===== config.mk =====
export PLATFORM = sky130hd
export DESIGN_NAME = nvm_unlock_ctrl
export DESIGN_NICKNAME = d
export VERILOG_FILES = /design/src/rtl/nvm_unlock_pkg.sv /design/src/rtl/nvm_key_seq.sv /design/src/rtl/nvm_busy_timer.sv /design/src/rtl/nvm_ptr_regs.sv /design/src/rtl/nvm_unlock_ctrl.sv
export SDC_FILE = /design/constraint.sdc
export NUM_CORES = 1
export LEC_CHECK = 0
export CAP_MARGIN = 20
export CORE_MARGIN = 2
export CORE_UTILIZATION = 50
export CTS_BUF_LIST = sky130_fd_sc_hd__clkbuf_2
export DETAILED_ROUTE_END_ITERATION = 12
export HOLD_SLACK_MARGIN = 0.15
export PLACE_DENSITY_LB_ADDON = 0.05
export SLEW_MARGIN = 20
export SYNTH_ARGS = -nofsm -noshare
export SYNTH_HDL_FRONTEND = slang
export SYNTH_HIERARCHICAL = 1
export SYNTH_SLANG_ARGS = --single-unit

===== constraint.sdc =====
create_clock -name clk -period 1.7 [get_ports clk]
set_input_delay 0.17 -clock clk [delete_from_list [all_inputs] [get_ports clk]]
set_output_delay 0.17 -clock clk [all_outputs]
set_load 0.02 [all_outputs]

===== src/rtl/nvm_unlock_pkg.sv =====
package nvm_unlock_pkg;

  localparam logic [2:0] A_CTRL = 3'd0;
  localparam logic [2:0] A_KEY  = 3'd1;
  localparam logic [2:0] A_PTR0 = 3'd2;

  localparam int B_START = 1;
  localparam int B_WREN  = 2;
  localparam int B_ERR   = 3;
  localparam int B_CFG   = 6;
  localparam int B_PROG  = 7;

  typedef enum logic [1:0] {
    SEQ_IDLE  = 2'd0,
    SEQ_HALF  = 2'd1,
    SEQ_ARMED = 2'd2
  } seq_e;

  typedef struct packed {
    logic       valid;
    logic       we;
    logic [2:0] addr;
    logic [7:0] data;
  } bus_acc_t;

endpackage


===== src/rtl/nvm_key_seq.sv =====
module nvm_key_seq
  import nvm_unlock_pkg::*;
#(
  parameter logic [7:0] KEY_A = 8'h55,
  parameter logic [7:0] KEY_B = 8'hAA
) (
  input  logic     clk,
  input  logic     por_n,
  input  logic     warm_rst_n,
  input  bus_acc_t acc,
  input  logic     wren_q,
  output logic     launch,
  output logic     armed
);

  seq_e st, nxt;

  always_comb begin
    nxt = st;
    if (!wren_q) begin
      nxt = SEQ_IDLE;
    end else if (acc.valid) begin
      if (acc.we && acc.addr == A_KEY) begin
        case (st)
          SEQ_IDLE: nxt = (acc.data == KEY_A) ? SEQ_HALF : SEQ_IDLE;
          SEQ_HALF: nxt = (acc.data == KEY_B) ? SEQ_ARMED : SEQ_IDLE;
          default:  nxt = SEQ_IDLE;
        endcase
      end else begin
        nxt = SEQ_IDLE;
      end
    end
  end

  always_ff @(posedge clk or negedge por_n) begin
    if (!por_n)           st <= SEQ_IDLE;
    else if (!warm_rst_n) st <= SEQ_IDLE;
    else                  st <= nxt;
  end

  assign armed  = (st == SEQ_ARMED);
  assign launch = acc.valid && acc.we && (acc.addr == A_CTRL) &&
                  armed && acc.data[B_START] && wren_q;

  // the armed state is reached only through a second-key write
  a_r3_armed_after_key_b: assert property (@(posedge clk) disable iff (!por_n)
    $rose(armed) |-> $past(acc.valid && acc.we && acc.addr == A_KEY &&
                           acc.data == KEY_B && warm_rst_n));

  // with write enable low the tracker is back at idle one cycle later
  a_r6_wren_low_idles: assert property (@(posedge clk) disable iff (!por_n)
    !wren_q |=> (st == SEQ_IDLE));

endmodule


===== src/rtl/nvm_busy_timer.sv =====
module nvm_busy_timer #(
  parameter int BUSY_CYCLES = 8
) (
  input  logic clk,
  input  logic por_n,
  input  logic warm_rst_n,
  input  logic launch,
  output logic busy,
  output logic done
);

  localparam int CW = (BUSY_CYCLES > 1) ? $clog2(BUSY_CYCLES) : 1;
  localparam logic [CW-1:0] LOAD = CW'(BUSY_CYCLES - 1);

  logic [CW-1:0] cnt;

  always_ff @(posedge clk or negedge por_n) begin
    if (!por_n) begin
      busy <= 1'b0;
      cnt  <= '0;
    end else if (!warm_rst_n) begin
      busy <= 1'b0;
      cnt  <= '0;
    end else if (launch && !busy) begin
      busy <= 1'b1;
      cnt  <= LOAD;
    end else if (busy) begin
      if (cnt == '0) busy <= 1'b0;
      else           cnt  <= cnt - 1'b1;
    end
  end

  assign done = busy && (cnt == '0);

  // the done cycle is the final stall cycle
  a_r7_done_ends_busy: assert property (@(posedge clk) disable iff (!por_n)
    (done && warm_rst_n) |=> !busy);

  // no early release before done
  a_r7_busy_holds: assert property (@(posedge clk) disable iff (!por_n)
    (busy && !done && warm_rst_n) |=> busy);

endmodule


===== src/rtl/nvm_ptr_regs.sv =====
module nvm_ptr_regs
  import nvm_unlock_pkg::*;
#(
  parameter int ADDR_W = 21
) (
  input  logic              clk,
  input  logic              por_n,
  input  logic              warm_rst_n,
  input  bus_acc_t          acc,
  output logic [ADDR_W-1:0] ptr,
  output logic [7:0]        rd_data
);

  localparam int NLANE = (ADDR_W + 7) / 8;

  logic [NLANE-1:0][7:0] lane_rd;

  for (genvar i = 0; i < NLANE; i++) begin : g_lane
    localparam int LO = 8 * i;
    localparam int W  = ((ADDR_W - LO) > 8) ? 8 : (ADDR_W - LO);
    logic [W-1:0] q;

    always_ff @(posedge clk or negedge por_n) begin
      if (!por_n)           q <= '0;
      else if (!warm_rst_n) q <= '0;
      else if (acc.valid && acc.we && acc.addr == (A_PTR0 + 3'(i)))
        q <= acc.data[W-1:0];
    end

    assign ptr[LO +: W] = q;
    assign lane_rd[i]   = 8'(q);
  end

  always_comb begin
    rd_data = '0;
    for (int i = 0; i < NLANE; i++) begin
      if (acc.addr == (A_PTR0 + 3'(i))) rd_data = lane_rd[i];
    end
  end

  // without a bus write the pointer holds its value
  a_r8_ptr_frozen: assert property (@(posedge clk) disable iff (!por_n)
    (!(acc.valid && acc.we) && warm_rst_n) |=> $stable(ptr));

endmodule


===== src/rtl/nvm_unlock_ctrl.sv =====
module nvm_unlock_ctrl
  import nvm_unlock_pkg::*;
#(
  parameter int         ADDR_W      = 21,
  parameter int         BUSY_CYCLES = 8,
  parameter logic [7:0] KEY_A       = 8'h55,
  parameter logic [7:0] KEY_B       = 8'hAA
) (
  input  logic              clk,
  input  logic              por_n,
  input  logic              warm_rst_n,
  input  logic              bus_valid,
  input  logic              bus_we,
  input  logic [2:0]        bus_addr,
  input  logic [7:0]        bus_wdata,
  output logic [7:0]        bus_rdata,
  output logic              cpu_stall,
  output logic              mem_wr_start,
  output logic              mem_done,
  output logic              mem_sel_prog,
  output logic              mem_sel_cfg,
  output logic [ADDR_W-1:0] mem_addr
);

  bus_acc_t   acc;
  logic       busy, launch, armed;
  logic       wren_q, prog_q, cfg_q, err_q;
  logic [7:0] ptr_rd;
  logic       ctrl_wr;

  assign acc.valid = bus_valid && !busy;
  assign acc.we    = bus_we;
  assign acc.addr  = bus_addr;
  assign acc.data  = bus_wdata;
  assign ctrl_wr   = acc.valid && acc.we && (acc.addr == A_CTRL);

  nvm_key_seq #(.KEY_A(KEY_A), .KEY_B(KEY_B)) i_seq (
    .clk        (clk),
    .por_n      (por_n),
    .warm_rst_n (warm_rst_n),
    .acc        (acc),
    .wren_q     (wren_q),
    .launch     (launch),
    .armed      (armed)
  );

  nvm_busy_timer #(.BUSY_CYCLES(BUSY_CYCLES)) i_timer (
    .clk        (clk),
    .por_n      (por_n),
    .warm_rst_n (warm_rst_n),
    .launch     (launch),
    .busy       (busy),
    .done       (mem_done)
  );

  nvm_ptr_regs #(.ADDR_W(ADDR_W)) i_ptr (
    .clk        (clk),
    .por_n      (por_n),
    .warm_rst_n (warm_rst_n),
    .acc        (acc),
    .ptr        (mem_addr),
    .rd_data    (ptr_rd)
  );

  always_ff @(posedge clk or negedge por_n) begin
    if (!por_n) begin
      wren_q       <= 1'b0;
      prog_q       <= 1'b0;
      cfg_q        <= 1'b0;
      mem_wr_start <= 1'b0;
    end else if (!warm_rst_n) begin
      wren_q       <= 1'b0;
      prog_q       <= 1'b0;
      cfg_q        <= 1'b0;
      mem_wr_start <= 1'b0;
    end else begin
      mem_wr_start <= launch;
      if (ctrl_wr) begin
        wren_q <= bus_wdata[B_WREN];
        prog_q <= bus_wdata[B_PROG];
        cfg_q  <= bus_wdata[B_CFG];
      end
    end
  end

  always_ff @(posedge clk or negedge por_n) begin
    if (!por_n)                            err_q <= 1'b0;
    else if (!warm_rst_n)                  err_q <= err_q | busy;
    else if (ctrl_wr && !bus_wdata[B_ERR]) err_q <= 1'b0;
  end

  always_comb begin
    bus_rdata = '0;
    case (bus_addr)
      A_CTRL: begin
        bus_rdata[B_PROG]  = prog_q;
        bus_rdata[B_CFG]   = cfg_q;
        bus_rdata[B_ERR]   = err_q;
        bus_rdata[B_WREN]  = wren_q;
        bus_rdata[B_START] = busy;
      end
      A_KEY:   bus_rdata = '0;
      default: bus_rdata = ptr_rd;
    endcase
  end

  assign cpu_stall    = busy;
  assign mem_sel_prog = prog_q;
  assign mem_sel_cfg  = cfg_q;

  // cutting a busy write with warm reset leaves the error flag set
  a_r9_err_on_cut: assert property (@(posedge clk) disable iff (!por_n)
    (!warm_rst_n && cpu_stall) |=> err_q);

  // start with write enable low never stalls
  a_r4_start_needs_wren: assert property (@(posedge clk) disable iff (!por_n)
    (ctrl_wr && bus_wdata[B_START] && !wren_q && warm_rst_n) |=> !cpu_stall);

  // stall begins together with the launch pulse
  a_r3_stall_with_pulse: assert property (@(posedge clk) disable iff (!por_n)
    $rose(cpu_stall) |-> mem_wr_start);

endmodule


==> qor.txt, run 1 <==
Share of layout cells above drive strength 1: 0.188
TritonRoute pass-1 iters: 4
Max transition margin: 0.726
CP required: 1.53 ns
Setup Viol. Count Final: 0
Initial core utilization: 0.516
# IOs: 50
CTS tree: built
Nets: 281
Flop2flop setup slack: 0.09 ns
Post-synth EDFFs: 0
Final period util: 0.954
Synthesized instance count: 192
Full die area: 4230 um^2
Fin util: 0.703
GRT Util Overall: 0.246
FF-to-FF End: i_seq/st[1]
Commonest non-fill, non-tap cell in the layout: nand2_1
Congestion Overflow GR: 0
Core Area: 3610 um^2
Largest fanout on the critical path: 2
Main combinational cell family by area after synthesis: simple AND/OR/NAND/NOR gates
Initial antenna violation count: 0
Ys Warns: 6
Clock root cell: clkbuf_2
Die width: 65 um
Ys flop type: dfrtp_1
TNS Setup: 0 ns
Fin crit period: 1.62 ns
Leak Pwr: 1.20 nW
Post-Synth Adder-Cell Area: 0.0134
Worst Reg-to-Reg Cells: 6
Hold-fix buffers, CTS: 0
Flop pwr share: 0.600
Ys async rst share: 1.00
Antenna diodes: 0
MaxCap Viol Count: 0
Complex-gate fraction of the synthesized area: 0.0619
Psw: 345 uW
Filler cell count in the final layout: 295
Drt total wl: 4.61 mm
Synthesized area: 1860 um^2
Gpl congestion: 0.797
Crit path from: i_timer/busy
Vias in the first global route: 1662
#FFs+latches synth: 32
Crit Path Class: flip-flop to output pin
CP arrival: 1.45 ns
H-tree Lvls: 2
Post-DR wirelength/cell: 14.9 um
F_max: 617 MHz
Clock Latency Late Sink: 0.35 ns
Largest net degree at the start of global routing: 33
Pwr Density: 509 nW/um^2
DR iter-0 viols: 63
Comb power frac: 0.163
Mux share of post-synthesis cell area: 0.172
DRT antenna net count: 0
Worst-margin pin slew: 0.411 ns
Mapped Avg Cell Area: 9.69 um^2
Area Growth Syn to Fin: 36.3%
Int Power: 945 uW
Outcome: finished, final reports clean
Share of power burned in the clock network: 0.237
Critical Path End Type: output pin
CTS Buf Count: 5
Seq/Total Area, Yosys: 0.430
Total chip power: 1.29 mW
Critical R2R Launch: i_timer/busy
Fin cells: 309
Library cells used by synthesis: 39
Worst hold-check path type: primary input to async pin
I/O Buffers: 49
Synth Net Count: 210
# DRC: 0
Worst Setup EP: cpu_stall
Simple-gate share of the synthesized area: 0.262
Final Hold Viols: 0
Placed insts: 303
Row cnt: 22
Clk slew on worst S/H paths: 0.14 ns
Final count of pins violating max slew: 0
Post-synthesis xor/xnor area fraction: 0
First-pass GRT wire length: 7.76 mm
CTS Sinks: 32
Unrepaired setup endpoints after global routing: false
Most frequent cells in the layout: nand2_1, clkdlybuf4s50_1, mux2i_1
CTS max path bufs: 2
Sw frac: 0.267
DP Wirelength: 3.53 mm
Clk_skew: 0.00435 ns
Via count: 1636
Die height: 65 um
Worst ir drop on vdd: 0.000414 V
Critical Path Start Type: flip-flop
Via/cell ratio: 5.29
[cells in the mapped netlist, drive strengths merged (2+ instances only)]
| master | n | share of area |
|---|---|---|
| a21boi | 2 | 0.012 |
| a21oi | 3 | 0.0081 |
| a31oi | 3 | 0.010 |
| and2 | 4 | 0.013 |
| buf | 6 | 0.031 |
| clkbuf | 3 | 0.0081 |
| dfrtp | 32 | 0.43 |
| ha | 2 | 0.013 |
| inv | 7 | 0.014 |
| mux2i | 32 | 0.17 |
| nand2 | 52 | 0.10 |
| nand2b | 2 | 0.0067 |
| nand3 | 3 | 0.0081 |
| nand3b | 6 | 0.024 |
| nand4b | 2 | 0.0094 |
| nor2 | 6 | 0.016 |
| nor3 | 2 | 0.011 |
| nor3b | 2 | 0.0081 |
| nor4bb | 3 | 0.016 |
| o21ai | 5 | 0.013 |
| o21bai | 2 | 0.010 |
| o31ai | 2 | 0.0081 |
| or2 | 2 | 0.0067 |
[worst min path at each step]
stage	from	endpoint	slack, ns	depth (start not counted)
final	por_n	i_ptr/g_lane[0].q[0]	0.20	2
after global placement	i_timer/cnt[1]	i_timer/cnt[1]	0.52	2
after detailed placement	i_timer/cnt[1]	i_timer/cnt[1]	0.53	2
after floorplan	por_n	err_q	-0.13	0
after global routing	por_n	i_ptr/g_lane[2].q[3]	0.19	2
after CTS	por_n	i_seq/st[0]	0.19	2
[area by class of cell]
class,count,area (um^2),area share
multi-input combinational,143,961,0.379
sequential,32,802,0.316
timing repair buffer,74,662,0.261
tap,48,60.1,0.0237
inverter,7,26.3,0.0104
clock buffer,5,25.0,0.00987
[through the flow]
| stage | cell area, um^2 | hold slack (ns) | worst slack [ns] |
|---|---|---|---|
| after global routing | 2540 | 0.186 | 0.00531 |
| after floorplan | 1860 | -0.126 | 0.0514 |
| after global placement | 2510 | 0.523 | -0.347 |
| after detailed placement | 2510 | 0.532 | -0.360 |
| after CTS | 2550 | 0.193 | 0.0123 |
| final | 2540 | 0.204 | 0.0786 |
[worst max-delay path: stages, from the launching register on]
cell and delay, ns:
dfrtp_2 0.44, buf_4 0.13, clkdlybuf4s50_1 0.53
[metal layers]
| layer | global-route usage | share of wire |
|---|---|---|
| met1 | 0.289 | 0.44 |
| met2 | 0.430 | 0.49 |
| met3 | 0.0625 | 0.047 |
| met4 | 0.0878 | 0.019 |
| met5 | 0 | 0 |
[sequential cells by signal, indices dropped and copies added (netlist names)]
register / count
mem_sel_prog: 1
err_q: 1
mem_sel_cfg: 1
i_ptr/g_lane.q: 21
i_seq/st: 2
i_timer/cnt: 3
mem_wr_start: 1
i_timer/busy: 1
wren_q: 1
[timing repair]
action,4_1_cts,5_1_grt
setup buffers,1,0
resized for setup,31,8
cloned,0,0
endpoints found under the setup margin,10,24
[cells by family after synthesis]
group	Yosys count
compound gates	17
fa+ha+maj	2
buf+inv	17
flops	32
mux	32
simple gates	92
[power groups by stage]
stage	Combinational (mW)	Sequential [mW]	Clock, mW
after floorplan	0.0816	0.796	0
after global placement	0.207	0.788	0
after detailed placement	0.210	0.789	0
after CTS	0.210	0.774	0.318
after global routing	0.225	0.776	0.352
final	0.210	0.774	0.306
(Power assumes the default switching activity.)
==> inputs of run 2 (changes only) <==
--- a/config.mk
+++ b/config.mk
@@ -7,7 +7,7 @@
 export LEC_CHECK = 0
 export CAP_MARGIN = 20
 export CORE_MARGIN = 2
-export CORE_UTILIZATION = 50
+export CORE_UTILIZATION = 45
 export CTS_BUF_LIST = sky130_fd_sc_hd__clkbuf_2
 export DETAILED_ROUTE_END_ITERATION = 12
 export HOLD_SLACK_MARGIN = 0.15
@@ -15,5 +15,4 @@
 export SLEW_MARGIN = 20
 export SYNTH_ARGS = -nofsm -noshare
 export SYNTH_HDL_FRONTEND = slang
-export SYNTH_HIERARCHICAL = 1
 export SYNTH_SLANG_ARGS = --single-unit
==> constraint.sdc (replaced) <==
create_clock -name clk -period 1.3 [get_ports clk]
set_input_delay 0.13 -clock clk [delete_from_list [all_inputs] [get_ports clk]]
set_output_delay 0.13 -clock clk [all_outputs]
set_load 0.02 [all_outputs]
==> run 2 against run 1 <==
Against the previous run:
- the flow now finishes with violations (negative setup slack)
- synthesized cell count decreased by 4.7%
- sequential cell count did not move
- hold slack better by 0.17 ns
- power up 61%
- global-route usage is 2.0 points higher
- cell area rose by 18%
- largest cell class unchanged
- highest routed layer unchanged
==> qor.txt, run 2 <==
Outcome: complete, but fails checks
Failing checks: negative setup slack
CP required: 1.17 ns (-0.36 ns)
Antenna diodes: 0 (unchanged)
Full die area: 4710 um^2 (+12%)
Crit Path Class: flip-flop to output pin
Row cnt: 23 (+4.5%)
Worst hold-check path type: primary input to flip-flop
Nets: 306 (+8.9%)
Int Power: 1.51 mW (+60%)
Comb power frac: 0.173 (+0.010)
Post-synth EDFFs: 0 (unchanged)
Setup Viol. Count Final: 37 (+37)
Top-area cell type share of the netlist area: 0.426 (-0.00458)
Commonest non-fill, non-tap cell in the layout: buf_4
Worst ir drop on vdd: 0.000496 V (+20%)
Die height: 68.6 um (+5.6%)
Critical Path End Type: output pin
Share of layout cells above drive strength 1: 0.495 (+0.307)
Total chip power: 2.08 mW (+61%)
Sw frac: 0.276 (+0.00813)
Seq/Total Area, Yosys: 0.426 (-0.00458)
Max FFs per register: 21 (unchanged)
Post-synthesis xor/xnor area fraction: 0 (unchanged)
CTS Buf Count: 5 (unchanged)
Drt total wl: 5.87 mm (+27%)
Flop pwr share: 0.487 (-0.113)
Slowest stage cell, crit path: dfrtp_1
Synth Net Count: 201 (-4.3%)
# IOs: 50 (unchanged)
CP Cell Sequence: mux2_2 > a22oi_2 > o2bb2ai_1 > buf_4
Synthesized instance count: 183 (-4.7%)
Clk slew on worst S/H paths: 0.18 ns (+0.04 ns)
Die width: 68.6 um (+5.6%)
Complex-gate fraction of the synthesized area: 0.122 (+0.0599)
Post-Place Worst Slack: -0.793 ns (-0.433 ns)
CTS tree: built
Library cells used by synthesis: 41 (+5.1%)
MaxCap Viol Count: 0 (unchanged)
Top post-synthesis cells by area: dfrtp_1, mux2i_1, nand2_1, buf_6, nand3_1
Leak Pwr: 1.42 nW (+19%)
Congestion Overflow GR: 0 (unchanged)
Share of power burned in the clock network: 0.341 (+0.104)
Ys Warns: 0 (-6)
Worst-margin pin slew: 0.335 ns (-0.0768 ns)
Psw: 574 uW (+66%)
Hold Path Stages: 5
Worst hold slack: 0.376 ns (+0.172 ns)
# DRC: 0 (unchanged)
Final count of pins violating max slew: 0 (unchanged)
Final WS setup: -0.323 ns (-0.402 ns)
Initial core utilization: 0.470 (-0.0458)
DRT antenna net count: 0 (unchanged)
Core Area: 4000 um^2 (+11%)
Ys async rst share: 1.00 (unchanged)
Placed insts: 317 (+4.6%)
Final period util: 1.25
Final Hold Viols: 0 (unchanged)
Fin crit period: 1.62 ns
GRT Util Overall: 0.265 (+0.0199)
H-tree Lvls: 2 (unchanged)
Pwr Density: 697 nW/um^2 (+37%)
Ys flop type: dfrtp_1
Most frequent cells in the layout: buf_4, dfrtp_1, nand2_1
DP Wirelength: 4.13 mm (+17%)
Gpl congestion: 0.862 (+8.2%)
Largest fanout on the critical path: 2 (unchanged)
Area Growth Syn to Fin: 58.9%
Fin util: 0.747 (+0.0436)
Clk_skew: 0.00451 ns (+0.000161 ns)
#FFs+latches synth: 32 (unchanged)
Via count: 1918 (+17%)
Via/cell ratio: 5.66 (+6.9%)
Post-DR wirelength/cell: 17.3 um (+16%)
Worst Reg-to-Reg Cells: 4 (-2)
Largest registers: i_ptr.g_lane.q (21), i_timer.cnt (3), i_seq.st (2)
CP arrival: 1.49 ns (+0.04 ns)
Fin cells: 339 (+9.7%)
Simple-gate share of the synthesized area: 0.240 (-0.0221)
Commonest cells post-synth: dfrtp_1, nand2_1, mux2i_1
Clock root cell: clkbuf_2
Main combinational cell family by area after synthesis: simple AND/OR/NAND/NOR gates
Unrepaired setup endpoints after global routing: true
Vias in the first global route: 1883 (+13%)
Largest net degree at the start of global routing: 33 (unchanged)
Yosys top cell by area: dfrtp_1
Mux share of post-synthesis cell area: 0.135 (-0.0371)
Critical Path Start Type: flip-flop
Clock Latency Late Sink: 0.39 ns (+0.04 ns)
TritonRoute pass-1 iters: 4 (unchanged)
Reg with most FFs: i_ptr.g_lane.q
Max transition margin: 0.776 (+0.0502)
Initial antenna violation count: 0 (unchanged)
CP max stage delay: 0.42 ns (-0.11 ns)
CTS max path bufs: 2 (unchanged)
DR iter-0 viols: 163 (+160%)
Post-Synth Adder-Cell Area: 0.0133 (-0.000143)
CTS Sinks: 32 (unchanged)
F_max: 616 MHz
First-pass GRT wire length: 8.94 mm (+15%)
I/O Buffers: 49 (unchanged)
Synthesized area: 1880 um^2 (+1.1%)
Top-count cell post-synth: dfrtp_1
Mapped Avg Cell Area: 10.3 um^2 (+6.0%)
==> run 2: cell count changes after synthesis, sizes merged, moves of 4 or more <==
cell,before,now
nand2,52,26
mux2i,32,22
nand3,3,9
a21oi,3,8
buf,6,11
nand4,1,6
o2bb2ai,0,5
nand3b,6,2
o21ai,5,9
==> run 2: metal layers <==
metal,wire length [um],track usage,up-vias
met5,0,0,-
met4,138,0.108,0
met3,390,0.0633,15
met2,3020,0.456,78
met1,2330,0.317,955
li1,-,-,870
==> run 2: per-stage QoR <==
stage / setup TNS [ns] / cell area, um^2
floorplan: -0.565 / 1890
global placement: -17.98 / 2730
detailed placement: -19.14 / 2730
CTS: -4.77 / 2830
global route: -7.05 / 2990
finish: -5.87 / 2990
==> run 2: cell families (layout without fill, tap and decap cells) <==
logic type                 after synthesis  in the layout
AOI/OAI and AO/OA                       35             35
adders and majority gates                2              2
buffers and inverters                   18            124
DFF                                     32             32
muxes                                   25             25
and+or+nand+nor                         71             71
==> run 2: final cells by class <==
type                    count  area [um^2]
multi-input cells         133         1110
fillers                   269         1010
repair buffers            112          933
flip-flops and latches     32          802
well taps                  50         62.6
clock inverters             2         35.0
clock buffers               6         30.0
inverters                   4         15.0
==> run 2: timing repair <==
item                                   CTS  global route
gates cloned                             0             0
endpoints found under the hold margin   32             0
setup endpoints to repair               64            54
hold buffers                             1             0
setup buffers                           10             6
pin swaps                               13            14
gates resized for setup                136            58
==> run 2: final timing paths <==
| kind | start | endpoint | slack [ns] |
|---|---|---|---|
| setup reg to reg | i_timer.busy | i_ptr.g_lane[1].q[3] | -0.25 |
| min in group asynchronous | por_n | i_ptr.g_lane[1].q[7] | 0.62 |
| setup / recovery | i_ptr.g_lane[1].q[2] | bus_rdata[2] | -0.32 |
| hold reg to reg | i_ptr.g_lane[0].q[5] | i_ptr.g_lane[0].q[5] | 0.58 |
| hold / removal | bus_addr[1] | wren_q | 0.38 |
| max in group asynchronous | por_n | i_timer.busy | 0.50 |
==> run 2: worst max-delay path: cells and delay by family, from the launching register on <==
family	cells	cell delay (ns)
DFF	1	0.42
muxes	1	0.28
buffers and inverters	1	0.16
AOI/OAI and AO/OA	2	0.24
==> run 2: power groups by stage <==
stage / combinational [mW] / clock (mW) / sequential, mW
3_3_place_gp: 0.329 / 0 / 1.03
4_1_cts: 0.338 / 0.713 / 1.01
6_report: 0.359 / 0.710 / 1.01
5_1_grt: 0.382 / 0.763 / 1.01
3_5_place_dp: 0.334 / 0 / 1.03
2_1_floorplan: 0.133 / 0 / 1.04
